[config.mk]
export PLATFORM = sky130hd
export DESIGN_NAME = sadc_host_ctrl
export DESIGN_NICKNAME = d
export VERILOG_FILES = /design/src/rtl/sadc_pkg.sv /design/src/rtl/sadc_sclk_gen.sv /design/src/rtl/sadc_conv_timer.sv /design/src/rtl/sadc_shifter.sv /design/src/rtl/sadc_host_ctrl.sv
export SDC_FILE = /design/constraint.sdc
export NUM_CORES = 1
export LEC_CHECK = 0
export ABC_AREA = 1
export BUFFER_PORTS_ARGS = -buffer_cell sky130_fd_sc_hd__buf_4
export CAP_MARGIN = 20
export CORE_MARGIN = 3
export CORE_UTILIZATION = 35
export CTS_BUF_LIST = sky130_fd_sc_hd__clkbuf_2
export DETAILED_ROUTE_END_ITERATION = 6
export MAX_ROUTING_LAYER = met4
export SYNTH_ARGS = -nofsm -noshare
export SYNTH_HDL_FRONTEND = slang
export SYNTH_SLANG_ARGS = --single-unit
[constraint.sdc]
create_clock -name clk -period 4.3 [get_ports clk]
set_clock_uncertainty 0.2 [all_clocks]
set_input_delay 0.43 -clock clk [delete_from_list [all_inputs] [get_ports clk]]
set_output_delay 0.43 -clock clk [all_outputs]
set_load 0.03 [all_outputs]
[src/rtl/sadc_pkg.sv]
// Shared constants and types for the serial ADC host controller.
// Assumes a converter with a 4-bit address and an 8-bit result.
package sadc_pkg;

    localparam int SADC_ADDR_W      = 4;
    localparam int SADC_DATA_W      = 8;
    localparam int SADC_FRAME_CLKS  = 8;

    typedef enum logic [2:0] {
        ST_IDLE   = 3'd0,
        ST_SEND   = 3'd1,
        ST_SETTLE = 3'd2,
        ST_WAIT   = 3'd3,
        ST_READ   = 3'd4
    } sadc_state_t;

endpackage

[src/rtl/sadc_sclk_gen.sv]
// Serial clock generator. While run is high, sclk toggles every HALF
// system clocks, starting low. rise_tick / fall_tick are high in the cycle
// whose closing edge makes sclk rise / fall. With run low, sclk is held low
// and the phase counter is cleared. Assumes HALF >= 1.
module sadc_sclk_gen #(
    parameter int HALF = 2
) (
    input  logic clk,
    input  logic rst_n,
    input  logic run,
    output logic sclk,
    output logic rise_tick,
    output logic fall_tick
);

    localparam int CW = (HALF > 1) ? $clog2(HALF) : 1;
    localparam logic [CW-1:0] LAST = CW'(HALF - 1);

    logic [CW-1:0] phase;
    logic          wrap;

    assign wrap      = run && (phase == LAST);
    assign rise_tick = wrap && !sclk;
    assign fall_tick = wrap && sclk;

    // Phase counter and serial clock level.
    always_ff @(posedge clk) begin
        if (!rst_n) begin
            phase <= '0;
            sclk  <= 1'b0;
        end else if (!run) begin
            phase <= '0;
            sclk  <= 1'b0;
        end else if (wrap) begin
            phase <= '0;
            sclk  <= !sclk;
        end else begin
            phase <= phase + 1'b1;
        end
    end

endmodule

[src/rtl/sadc_conv_timer.sv]
// Conversion-clock timer. While run is high, a prescaler divides the system
// clock by DIV and count advances once per conversion-clock period. count
// saturates at SAT. Dropping run clears both counters.
module sadc_conv_timer #(
    parameter int DIV = 4,
    parameter int CW  = 7,
    parameter int SAT = 72
) (
    input  logic          clk,
    input  logic          rst_n,
    input  logic          run,
    output logic [CW-1:0] count
);

    localparam int PW = (DIV > 1) ? $clog2(DIV) : 1;
    localparam logic [PW-1:0] PRE_LAST = PW'(DIV - 1);
    localparam logic [CW-1:0] CNT_SAT  = CW'(SAT);

    logic [PW-1:0] pre;
    logic          tick;

    assign tick = run && (pre == PRE_LAST);

    // Prescaler and saturating period counter.
    always_ff @(posedge clk) begin
        if (!rst_n || !run) begin
            pre   <= '0;
            count <= '0;
        end else begin
            pre <= tick ? '0 : pre + 1'b1;
            if (tick && (count != CNT_SAT)) begin
                count <= count + 1'b1;
            end
        end
    end

endmodule

[src/rtl/sadc_shifter.sv]
// Shared shift register. A parallel load sets it. shift_en moves it one
// place towards the MSB and fills the LSB with shift_in. The MSB drives the
// outgoing serial line, and after W shifts the register holds the W
// incoming bits, first bit in the MSB.
module sadc_shifter #(
    parameter int W = 8
) (
    input  logic         clk,
    input  logic         rst_n,
    input  logic         load,
    input  logic [W-1:0] load_val,
    input  logic         shift_en,
    input  logic         shift_in,
    output logic [W-1:0] q
);

    // Load or shift.
    always_ff @(posedge clk) begin
        if (!rst_n) begin
            q <= '0;
        end else if (load) begin
            q <= load_val;
        end else if (shift_en) begin
            q <= {q[W-2:0], shift_in};
        end
    end

endmodule

[src/rtl/sadc_host_ctrl.sv]
// Host-side controller for a serial 8-bit converter.
// - Takes a channel through a request/ready handshake and refuses
//   test-mode addresses (bits [3:2] both set).
// - Sends an 8-clock address frame, MSB first, followed by zero padding.
// - Holds the serial clock low for a settle delay, then waits for end of
//   conversion in one of two ways. In watch mode chip select stays low and
//   the controller waits for the data line to rise, with a timeout. In
//   release mode chip select is raised and the worst-case time is counted.
// - Reads 8 result bits, MSB first, on rising serial clock edges.
// Assumes do_in changes only on serial clock edges this block produces,
// which are registered in the clk domain.
module sadc_host_ctrl
    import sadc_pkg::*;
#(
    parameter int SCLK_HALF   = 2,
    parameter int SETTLE_CYC  = 20,
    parameter int CONV_DIV    = 4,
    parameter int CONV_MAX    = 64,
    parameter int CONV_MARGIN = 8
) (
    input  logic                   clk,
    input  logic                   rst_n,
    input  logic                   req_valid,
    input  logic [SADC_ADDR_W-1:0] req_chan,
    input  logic                   req_release,
    output logic                   req_ready,
    output logic                   busy,
    output logic                   res_valid,
    output logic [SADC_DATA_W-1:0] res_data,
    output logic                   err_addr,
    output logic                   err_timeout,
    output logic                   cs_n,
    output logic                   sclk,
    output logic                   di,
    input  logic                   do_in
);

    localparam int FC_W = $clog2(SADC_FRAME_CLKS);
    localparam logic [FC_W-1:0] FC_LAST = FC_W'(SADC_FRAME_CLKS - 1);
    localparam int SC_W = $clog2(SETTLE_CYC + 1);
    localparam logic [SC_W-1:0] SC_LAST = SC_W'(SETTLE_CYC - 1);
    localparam int CT_W = $clog2(CONV_MAX + CONV_MARGIN + 1);
    localparam logic [CT_W-1:0] CONV_DONE  = CT_W'(CONV_MAX);
    localparam logic [CT_W-1:0] CONV_LIMIT = CT_W'(CONV_MAX + CONV_MARGIN);
    localparam int PAD_W = SADC_DATA_W - SADC_ADDR_W;

    sadc_state_t            state;
    logic [FC_W-1:0]        edge_cnt;
    logic [SC_W-1:0]        settle_cnt;
    logic                   rel_mode;
    logic                   cs_n_q;
    logic                   valid_q;
    logic [SADC_DATA_W-1:0] data_q;
    logic                   err_addr_q;
    logic                   err_to_q;

    logic                   sclk_run;
    logic                   rise_tick;
    logic                   fall_tick;
    logic                   timer_run;
    logic [CT_W-1:0]        conv_cnt;
    logic                   chan_bad;
    logic                   accept;
    logic                   sh_load;
    logic                   sh_shift;
    logic                   sh_in;
    logic [SADC_DATA_W-1:0] sh_q;

    // Request decode and datapath steering.
    always_comb begin
        chan_bad  = (req_chan[SADC_ADDR_W-1 -: 2] == 2'b11);
        accept    = (state == ST_IDLE) && req_valid && !chan_bad;
        sh_load   = accept;
        sh_shift  = ((state == ST_SEND) && fall_tick) ||
                    ((state == ST_READ) && rise_tick);
        sh_in     = (state == ST_READ) ? do_in : 1'b0;
        sclk_run  = (state == ST_SEND) || (state == ST_READ);
        timer_run = (state == ST_SETTLE) || (state == ST_WAIT);
    end

    sadc_sclk_gen #(
        .HALF (SCLK_HALF)
    ) u_sclk (
        .clk       (clk),
        .rst_n     (rst_n),
        .run       (sclk_run),
        .sclk      (sclk),
        .rise_tick (rise_tick),
        .fall_tick (fall_tick)
    );

    sadc_conv_timer #(
        .DIV (CONV_DIV),
        .CW  (CT_W),
        .SAT (CONV_MAX + CONV_MARGIN)
    ) u_timer (
        .clk   (clk),
        .rst_n (rst_n),
        .run   (timer_run),
        .count (conv_cnt)
    );

    sadc_shifter #(
        .W (SADC_DATA_W)
    ) u_shift (
        .clk      (clk),
        .rst_n    (rst_n),
        .load     (sh_load),
        .load_val ({req_chan, {PAD_W{1'b0}}}),
        .shift_en (sh_shift),
        .shift_in (sh_in),
        .q        (sh_q)
    );

    // Transaction sequencer: handshake, frames, conversion wait, strobes.
    always_ff @(posedge clk) begin
        if (!rst_n) begin
            state      <= ST_IDLE;
            edge_cnt   <= '0;
            settle_cnt <= '0;
            rel_mode   <= 1'b0;
            cs_n_q     <= 1'b1;
            valid_q    <= 1'b0;
            data_q     <= '0;
            err_addr_q <= 1'b0;
            err_to_q   <= 1'b0;
        end else begin
            valid_q    <= 1'b0;
            err_addr_q <= 1'b0;
            err_to_q   <= 1'b0;
            unique case (state)
                ST_IDLE: begin
                    if (req_valid && chan_bad) begin
                        err_addr_q <= 1'b1;
                    end else if (accept) begin
                        state    <= ST_SEND;
                        cs_n_q   <= 1'b0;
                        rel_mode <= req_release;
                        edge_cnt <= '0;
                    end
                end
                ST_SEND: begin
                    if (fall_tick) begin
                        if (edge_cnt == FC_LAST) begin
                            edge_cnt   <= '0;
                            settle_cnt <= '0;
                            state      <= ST_SETTLE;
                            if (rel_mode) begin
                                cs_n_q <= 1'b1;
                            end
                        end else begin
                            edge_cnt <= edge_cnt + 1'b1;
                        end
                    end
                end
                ST_SETTLE: begin
                    if (settle_cnt == SC_LAST) begin
                        state <= ST_WAIT;
                    end else begin
                        settle_cnt <= settle_cnt + 1'b1;
                    end
                end
                ST_WAIT: begin
                    if (rel_mode) begin
                        if (conv_cnt >= CONV_DONE) begin
                            cs_n_q <= 1'b0;
                            state  <= ST_READ;
                        end
                    end else if (do_in) begin
                        state <= ST_READ;
                    end else if (conv_cnt >= CONV_LIMIT) begin
                        err_to_q <= 1'b1;
                        cs_n_q   <= 1'b1;
                        state    <= ST_IDLE;
                    end
                end
                ST_READ: begin
                    if (fall_tick) begin
                        if (edge_cnt == FC_LAST) begin
                            edge_cnt <= '0;
                            cs_n_q   <= 1'b1;
                            valid_q  <= 1'b1;
                            data_q   <= sh_q;
                            state    <= ST_IDLE;
                        end else begin
                            edge_cnt <= edge_cnt + 1'b1;
                        end
                    end
                end
                default: begin
                    state  <= ST_IDLE;
                    cs_n_q <= 1'b1;
                end
            endcase
        end
    end

    // Output assignments.
    always_comb begin
        req_ready   = (state == ST_IDLE);
        busy        = (state != ST_IDLE);
        res_valid   = valid_q;
        res_data    = data_q;
        err_addr    = err_addr_q;
        err_timeout = err_to_q;
        cs_n        = cs_n_q;
        di          = (state == ST_SEND) && sh_q[SADC_DATA_W-1];
    end

endmodule

# After elaboration in Yosys (flattened, before gate mapping)
# Index checks and enable logic that the tools add are counted.
word_totals:
  reg_bits: 43
  memories: 0
  latchBits: 0
  ramBits: 0
  word_cells: 127
  output_inout_bits: 16
  mem_bits_ro: 0
op_classes:
  multipliers: 0
  n_mux: 39
  n_reduce_logical: 38
  bitwise: 5
  n_eq_ne: 23
  div: 0
  shifts: 0
  n_lt_le_gt_ge: 2
  n_addsub: 5
op_table:
  columns: ["op", "n"]
  rows:
  - ["3-bit 2-to-1 mux", 15]
  - ["8-bit 2-to-1 mux", 2]
  - ["1-bit 2-to-1 mux", 15]
  - ["5-bit 2-to-1 mux", 3]
  - ["3-bit case mux with 5 select lines", 1]
  - ["7-bit >= comparator (second input constant)", 2]
  - ["1-bit logical AND", 11]
  - ["11-bit AND reduction", 1]
  - ["2-bit by 1-bit inequality test with 1-bit output (second input constant)", 5]
  - ["2-bit inequality test (second input constant)", 5]
  - ["5-bit case mux with 2 select lines", 1]
  - ["3-bit AND reduction", 3]
  - ["9-bit AND reduction", 1]
  - ["4-bit AND reduction", 2]
  - ["7-bit by 1-bit adder with 7-bit output (second input constant)", 1]
  - ["7-bit inequality test (second input constant)", 1]
  - ["3-bit by 2-bit == test with 1-bit output (second input constant)", 2]
  - ["3-bit == test (second input constant)", 2]
  - ["3-bit by 2-bit inequality test with 1-bit output (second input constant)", 2]
  - ["3-bit case mux with 2 select lines", 1]
  - ["2-bit nonzero test", 3]
  - ["2-bit OR reduction", 3]
  - ["5-bit by 1-bit adder with 5-bit output (second input constant)", 1]
  - ["5-bit == test (second input constant)", 1]
  - ["16 further kinds", 28]

# Logic depth before layout (Yosys ltp)
# Gate-level depths: netlist of the first run.
logic_depth:
  depth_word: 8
  depth_mapped: 11

# Cells and area by module
# A second synthesis of the first run with hierarchy kept.
hier_totals:
  cells_unflattened: 320
  area_unflattened_um2: 2225.9
by_module_without_submodules:
  columns: ["mod", "seq_area_each_um2", "area_per_inst_um2", "cells_per_inst", "instances"]
  rows:
  - ["sadc_host_ctrl", 480.5, 1203.7, 173, 1]
  - ["sadc_conv_timer", 180.2, 516.7, 71, 1]
  - ["sadc_shifter", 160.2, 411.6, 63, 1]
  - ["sadc_sclk_gen", 40.0, 93.8, 13, 1]

# Least setup slack after synthesis of the first run
# OpenSTA, ideal clock, no wires.
synth_path:
  path_type: "register -> register"
  start: "register state[2]"
  end: "register rel_mode"
  arrival_ns: 1.354
  required_ns: 3.981
  path_stages_with_launch: 9
  period_less_slack_ns: 1.673
  path_slack_ns: 2.627
  setup_time_ns: 0.119
  cell_sequence: "dfxtp_1 -> buf_4 -> nor2_1 -> nand2_2 -> inv_2 -> nand3_2 -> buf_2 -> o21ai_0 -> a21oi_1"
synth_via:
  elab_chain_len: 4
synth_rtl:
  columns: ["item", "line_no", "rtl"]
  rows:
  - ["from (decl)", "sadc_host_ctrl.sv:47", "sadc_state_t state;"]
  - ["from (signal assigned)", "sadc_host_ctrl.sv:118", "state <= ST_IDLE;"]
  - ["from (signal assigned)", "sadc_host_ctrl.sv:136", "state <= ST_SEND;"]
  - ["from (signal assigned)", "sadc_host_ctrl.sv:147", "state <= ST_SETTLE;"]
  - ["3-bit logical NOT *", null, null]
  - ["via req_ready", "sadc_host_ctrl.sv:26", "output logic req_ready,"]
  - ["1-bit logical AND (2 in a row)", "sadc_host_ctrl.sv:72", "accept = (state == ST_IDLE) && req_valid && !chan_bad;"]
  - ["3-bit AND reduction (no source line) *", null, null]
  - ["to (signal assigned)", "sadc_host_ctrl.sv:138", "rel_mode <= req_release;"]
  - ["to (decl)", "sadc_host_ctrl.sv:50", "logic rel_mode;"]
# Mark *: on every way through the listed nets, which the timed path passes. The rest lies on a longest branch.
# A chain may end at the register's enable or synchronous reset.

# Worst setup path in the final report of the first run
layout_path:
  start: "register state[0]"
  end: "output di"
layout_via:
  elab_chain_len: 2
layout_rtl:
  columns: ["item", "line_no", "rtl"]
  rows:
  - ["3-bit by 1-bit == test with 1-bit output", "sadc_host_ctrl.sv:207", "di = (state == ST_SEND) && sh_q[SADC_DATA_W-1];"]
  - ["1-bit logical AND", "sadc_host_ctrl.sv:207", null]
  - ["to (decl)", "sadc_host_ctrl.sv:34", "output logic di,"]
# Every way passes these cells.

==> metrics.csv, run 1 <==
stage,metric,value,unit
yosys,synthCells,308,
yosys,ys_seq_elements,43,
grt,grt_antenna_before_repair,0,
worst_setup_path,path_cells,"nand3_1, nor2_1, buf_4",
die,dieArea,7080,um2
timing,slew_violations,0,
die,dieWidth,84.2,um
cells_and_area,fin_nets,348,
worst_setup_path,critical_path_class,reg2out,
min_path,worstHoldStart,do_in,
worst_setup_path,cp-startpoint,state[0],
cts,cts_tree,yes,
grt,grt_pass1_wl,8.42,mm
yosys,ys_seq_area_frac,0.403,
yosys,syn_area,2140,um2
yosys,ys_types,28,
timing,maxSlewHeadroom,0.693,
cts,insertion_delay,0.41,ns
timing,rsz0062_at_grt,no,
route,via_per_inst,4.87,
power,cellLeakagePower,1.09,nW
timing,finalSetupTns,0,ns
yosys,synth_warnings,0,
route,antenna_left,0,
timing,hold_viol,0,
cells_and_area,area_delta_synth_final,13.0,%
cells_and_area,drive_above_1_share,0.159,
placement,place_congestion,0.951,
route,drtIter0Drc,96,
cells_and_area,insertedDiodeCount,0,
route,wl_per_cell,11.6,um
cells_and_area,fillers,617,
grt,gr-total-overflow,0,
worst_setup_path,arrival,1.49,ns
cells_and_area,finalNonFillerCells,406,
worst_setup_path,critPathMaxFanout,10,
cts,postCtsSetupBuffers,0,
cts,ctsResizeCount,0,
worst_setup_path,worstSetupStartpointType,flip-flop,
route,drt_pass1_iterations,4,
route,routed_wirelength,4.69,mm
die,core-area,5710,um2
placement,dp.cells,398,
timing,fin_crit,2.12,ns
min_path,hold_path_class,in2reg,
cts,htree_levels,2,
worst_setup_path,slowest_stage,dfxtp_1,
die,row_count,27,
die,ios,25,
job,maxCapViolations,0,
yosys,synthesis.nets,323,
worst_setup_path,reg2reg_from,edge_cnt[0],
placement,port_buffers,24,
worst_setup_path,worstSetupEndpointType,output pin,
placement,hpwl,3.58,mm
grt,grt_usage,0.148,
cts,clk_path_buf_depth,2,
grt,grt_max_degree,19,
route,vias,1979,
timing,worst_pin_slew,0.461,ns
yosys,syn_avg_cell_area,6.94,um2
power,power_density,501,nW/um2
route,post-route-drc-count,0,
cts,cts-buffers-inserted,5,
die,die_h,84.2,um
worst_setup_path,cp_data_required_time,3.67,ns
timing,setup_viol,0,
die,initial_core_util,0.375,
grt,grt_pass1_vias,1849,
cts,cts_num_sinks,43,
timing,fin_crit_sh,0.493,
cts,cts_hold_buf,0,
status,status,"complete, no violations",
timing,max_freq,0.472,GHz
power,vdd_drop_max,0.000374,V
cts,clkTransAtPathRegs,0.22,ns
worst_setup_path,cpPeakStageDelay,0.55,ns
cts,clockRootBuffer,clkbuf_2,
## synth_stat cells, drive strengths merged
| cell | n | area [um2] |
|---|---|---|
| o211ai | 1 | 7.51 |
| inv | 41 | 154 |
| nor3b | 1 | 12.5 |
| xnor2 | 1 | 8.76 |
| nand4 | 6 | 52.6 |
| nor3 | 1 | 5.00 |
| ha | 6 | 75.1 |
| buf | 3 | 20.0 |
| a21oi | 27 | 135 |
| nor4 | 1 | 6.26 |
| nand2 | 54 | 210 |
| xor2 | 2 | 17.5 |
| o21ai | 15 | 75.1 |
| nand3b | 1 | 7.51 |
| dfxtp | 43 | 861 |
| nand3 | 32 | 165 |
| clkbuf | 3 | 11.3 |
| nor2 | 68 | 299 |
| a211oi | 2 | 15.0 |
## final timing paths
kind,end,slack (ns),cells past startpoint
setup / recovery,di,2.18,3
hold / removal,u_shift.q[0],0.1,3
setup reg to reg,state[2],2.43,9
hold reg to reg,u_timer.pre[0],0.24,1
## kinds of logic after synthesis
kind of cell	count (synthesis)	share of synthesized area
AND/OR/NAND/NOR	164	0.355
buffers and inverters	47	0.0866
AO/OA/AOI/OAI	45	0.109
flip-flops	43	0.403
adder cells (fa/ha/maj)	6	0.0351
XOR/XNOR	3	0.0123
## state kept, by name (all words and copies together) (netlist names), 2 cells and up
register and count:
edge_cnt 3, res_data 8, settle_cnt 5, state 3, u_shift.q 8, u_timer.count 7, u_timer.pre 2
## routing by layer
layer / vias up / wire length [um] / track usage
met5: - / 0 / -
met4: 0 / 63 / 0.0482
met3: 5 / 113 / 0.0304
met2: 24 / 2050 / 0.218
met1: 907 / 2460 / 0.202
li1: 1043 / - / -
## area by class of cell
cell class | instances | area, um2 | area share
Clock inverter | 3 | 15.0 | 0.00621
Sequential cell | 43 | 861 | 0.356
Tap cell | 72 | 90.1 | 0.0373
Clock buffer | 5 | 25.0 | 0.0104
Multi-Input combinational cell | 218 | 1090 | 0.452
Timing Repair Buffer | 24 | 180 | 0.0745
Inverter | 41 | 154 | 0.0637
## cell usage in the layout (no fill, tap or decap)
cell type and n:
nand2_1 51, xnor2_1 1, a211oi_1 2, nor2_2 2
a21oi_1 27, nor2_8 1, nand3_2 1, xor2_1 2
nand4_1 5, clkinv_1 2, o21ai_0 12, dfxtp_1 43
nand4_4 1, nor4_1 1, o211ai_1 1, o21ai_1 3
clkinvlp_4 1, buf_4 24, nand3b_1 1, nor3b_2 1
nor2_1 62, nor2_4 3, nor3_1 1, nand2_2 3
inv_1 30, inv_2 11, nand3_1 31, clkbuf_2 5
ha_1 6
## critical path, delay by kind of cell (launching register included)
family / cells / cell delay (ns)
flip-flops: 1 / 0.55
buffers and inverters: 1 / 0.19
AND/OR/NAND/NOR: 2 / 0.36
## report_power, final
part           internal, W  switching, W
logic             0.000174      0.000385
registers         0.000439     0.0000481
clock network    0.0000362      0.000129
## through the flow
stage / hold WS, ns / util / worst slack, ns / total power [W] / area, um2
4_1_cts: 0.0728 / 0.423 / 2.13 / 0.00122 / 2420
2_1_floorplan: 0.204 / - / 2.63 / 0.000926 / 2140
5_1_grt: 0.0707 / 0.423 / 2.02 / 0.00133 / 2420
3_3_place_gp: 0.217 / 0.416 / 2.49 / 0.00105 / 2380
3_5_place_dp: 0.227 / 0.416 / 2.48 / 0.00105 / 2380
6_report: 0.0955 / 0.423 / 2.18 / 0.00121 / 2420
No activity file was read; power rests on OpenSTA's default activity.
==> inputs of run 2 (changes only) <==
Clock period 4.3 ns to 1.8 ns, I/O delays scaled along.
==> metrics.csv, run 2 (same netlist as run 1, synthesis figures left out) <==
stage,metric,value,unit,change
power,combPwrFrac,0.475,,was 0.461
placement,place_congestion,0.930,,was 0.951
worst_setup_path,critical_path_class,reg2out,,unchanged
cells_and_area,finalNonFillerCells,425,,was 406
grt,grt_usage,0.147,,was 0.148
placement,hpwl,3.59,mm,was 3.58 mm
route,wl_per_cell,12.4,um,was 11.6 um
timing,maxSlewHeadroom,0.694,,was 0.693
worst_setup_path,worstSetupEndpointType,output pin,,unchanged
die,dieArea,7080,um2,unchanged
cells_and_area,insertedDiodeCount,0,,unchanged
power,cellLeakagePower,1.21,nW,was 1.09 nW
route,routed_wirelength,5.27,mm,was 4.69 mm
grt,grt_antenna_before_repair,0,,unchanged
die,row_count,27,,unchanged
route,vias,2090,,was 1979
cells_and_area,area_delta_synth_final,25.2,%,was 13.0%
cells_and_area,fin_nets,367,,was 348
worst_setup_path,cpPeakStageDelay,0.42,ns,was 0.55 ns
timing,slew_violations,0,,unchanged
timing,rsz0062_at_grt,yes,,was no
timing,hold_viol,0,,unchanged
placement,place_ws,0.00891,ns,was 2.48 ns
min_path,hold_path_class,reg2reg,,was in2reg
cells_and_area,drive_above_1_share,0.221,,was 0.159
worst_setup_path,path_cells,"inv_2, nand3_4, nor2_2, buf_4",,"was nand3_1, nor2_1, buf_4"
cells_and_area,final_cell_area,2680,um2,was 2420 um2
die,ios,25,,unchanged
cts,cts_tree,yes,,unchanged
die,initial_core_util,0.375,,unchanged
route,antenna_left,0,,unchanged
cts,insertion_delay,0.42,ns,was 0.41 ns
cts,clk_path_buf_depth,2,,unchanged
worst_setup_path,arrival,1.34,ns,was 1.49 ns
power,power_switching,0.00150,W,was 0.000562 W
grt,grt_max_degree,18,,was 19
die,core-area,5710,um2,unchanged
worst_setup_path,cp_data_required_time,1.42,ns,was 3.67 ns
die,dieWidth,84.2,um,unchanged
power,p_int,0.00185,W,was 0.000650 W
route,post-route-drc-count,0,,unchanged
power,vdd_drop_max,0.000964,V,was 0.000374 V
grt,gr-total-overflow,0,,unchanged
timing,worst_pin_slew,0.458,ns,was 0.461 ns
worst_setup_path,critPathMaxFanout,5,,was 10
cells_and_area,final_cell_mix,"nor2_1, nand2_1, dfxtp_1",,unchanged
placement,port_buffers,24,,unchanged
route,drtIter0Drc,103,,was 96
status,status,"complete, no violations",,unchanged
cts,cts_num_sinks,43,,unchanged
timing,fin_crit,1.72,ns,
timing,fin_crit_sh,0.956,,
job,maxCapViolations,0,,unchanged
cts,clockRootBuffer,clkbuf_2,,unchanged
grt,grt_pass1_vias,1863,,was 1849
cts,htree_levels,2,,unchanged
worst_setup_path,worstSetupStartpointType,flip-flop,,unchanged
worst_setup_path,slowest_stage,dfxtp_4,,was dfxtp_1
power,power_frac_seq,0.353,,was 0.402
timing,max_freq,0.581,GHz,
grt,grt_pass1_wl,8.38,mm,was 8.42 mm
placement,postPlaceCellArea,2420,um2,was 2380 um2
power,power_density,1250,nW/um2,was 501 nW/um2
timing,final.setup.worst_slack,0.0797,ns,was 2.18 ns
die,die_h,84.2,um,unchanged
timing,setup_viol,0,,unchanged
cells_and_area,final_common_cell,nor2_1,,unchanged
placement,dp.cells,404,,was 398
cts,cts-buffers-inserted,5,,unchanged
cts,clkTransAtPathRegs,0.24,ns,was 0.22 ns
route,via_per_inst,4.92,,was 4.87
route,drt_pass1_iterations,4,,unchanged
power,clkPwrFrac,0.172,,was 0.136
power,swShare,0.447,,was 0.463
-- run 2: changes by cell type in the layout (fill, tap and decap cells not counted), moves of 3 or more --
| cell | change |
|---|---|
| dlygate4sd3_1 | +8 |
| inv_4 | +3 |
| buf_4 | +10 |
| inv_2 | -3 |
| nor2_1 | -3 |
| dfxtp_1 | -5 |
| dfxtp_4 | +3 |
-- run 2: power groups by stage --
stage | registers, W | clock network, W | logic [W]
after floorplan | 0.00115 | 0 | 0.00107
after global placement | 0.00118 | 0 | 0.00135
after detailed placement | 0.00118 | 0 | 0.00136
after CTS | 0.00117 | 0.000598 | 0.00144
after global routing | 0.00120 | 0.000628 | 0.00178
final | 0.00118 | 0.000577 | 0.00159
-- run 2: what timing repair did --
item | CTS | global route
setup buffers | 1 | 3
hold endpoints to repair | 21 | 0
hold buffers | 8 | 0
pin swaps | 1 | 2
gates cloned | 0 | 1
setup endpoints to repair | 5 | 21
gates resized for setup | 7 | 16
-- run 2: critical path: cells and delay by family, from the launching register on --
kind,cells,cell delay [ns]
flops,1,0.42
simple gates,2,0.23
buf+inv,2,0.28
-- run 2: stage by stage --
step	power, W	utilization	setup TNS (ns)	hold WS (ns)
floorplan	0.00221	-	0	0.142
finish	0.00335	0.469	0	0.244
detailed placement	0.00254	0.424	0	0.224
global placement	0.00253	0.424	0	0.216
CTS	0.00320	0.455	0	0.251
global route	0.00360	0.469	-0.0492	0.263
-- run 2: metal layers --
layer / part of all wire / global-route usage / vias to the layer above
li1: - / - / 1085
met1: 0.50 / 0.199 / 960
met2: 0.46 / 0.219 / 38
met3: 0.032 / 0.0304 / 7
met4: 0.011 / 0.0512 / 0
met5: 0 / - / -
-- run 2: final cells by class --
cell class | instances | area, um2
Sequential cell | 43 | 875
Clock buffer | 5 | 25.0
Tap cell | 72 | 90.1
Fill cell | 592 | 3030
Timing Repair Buffer | 42 | 335
Multi-Input combinational cell | 219 | 1150
Clock inverter | 3 | 43.8
Inverter | 41 | 161
-- run 2: worst paths after layout --
path,cells past startpoint,from,slack (ns),to
worst min-delay path,1,u_timer.pre[0],0.24,u_timer.pre[0]
worst max-delay path,4,state[2],0.08,di
worst min register to register,1,u_timer.pre[0],0.24,u_timer.pre[0]
worst max register to register,7,state[1],0.08,res_data[0]
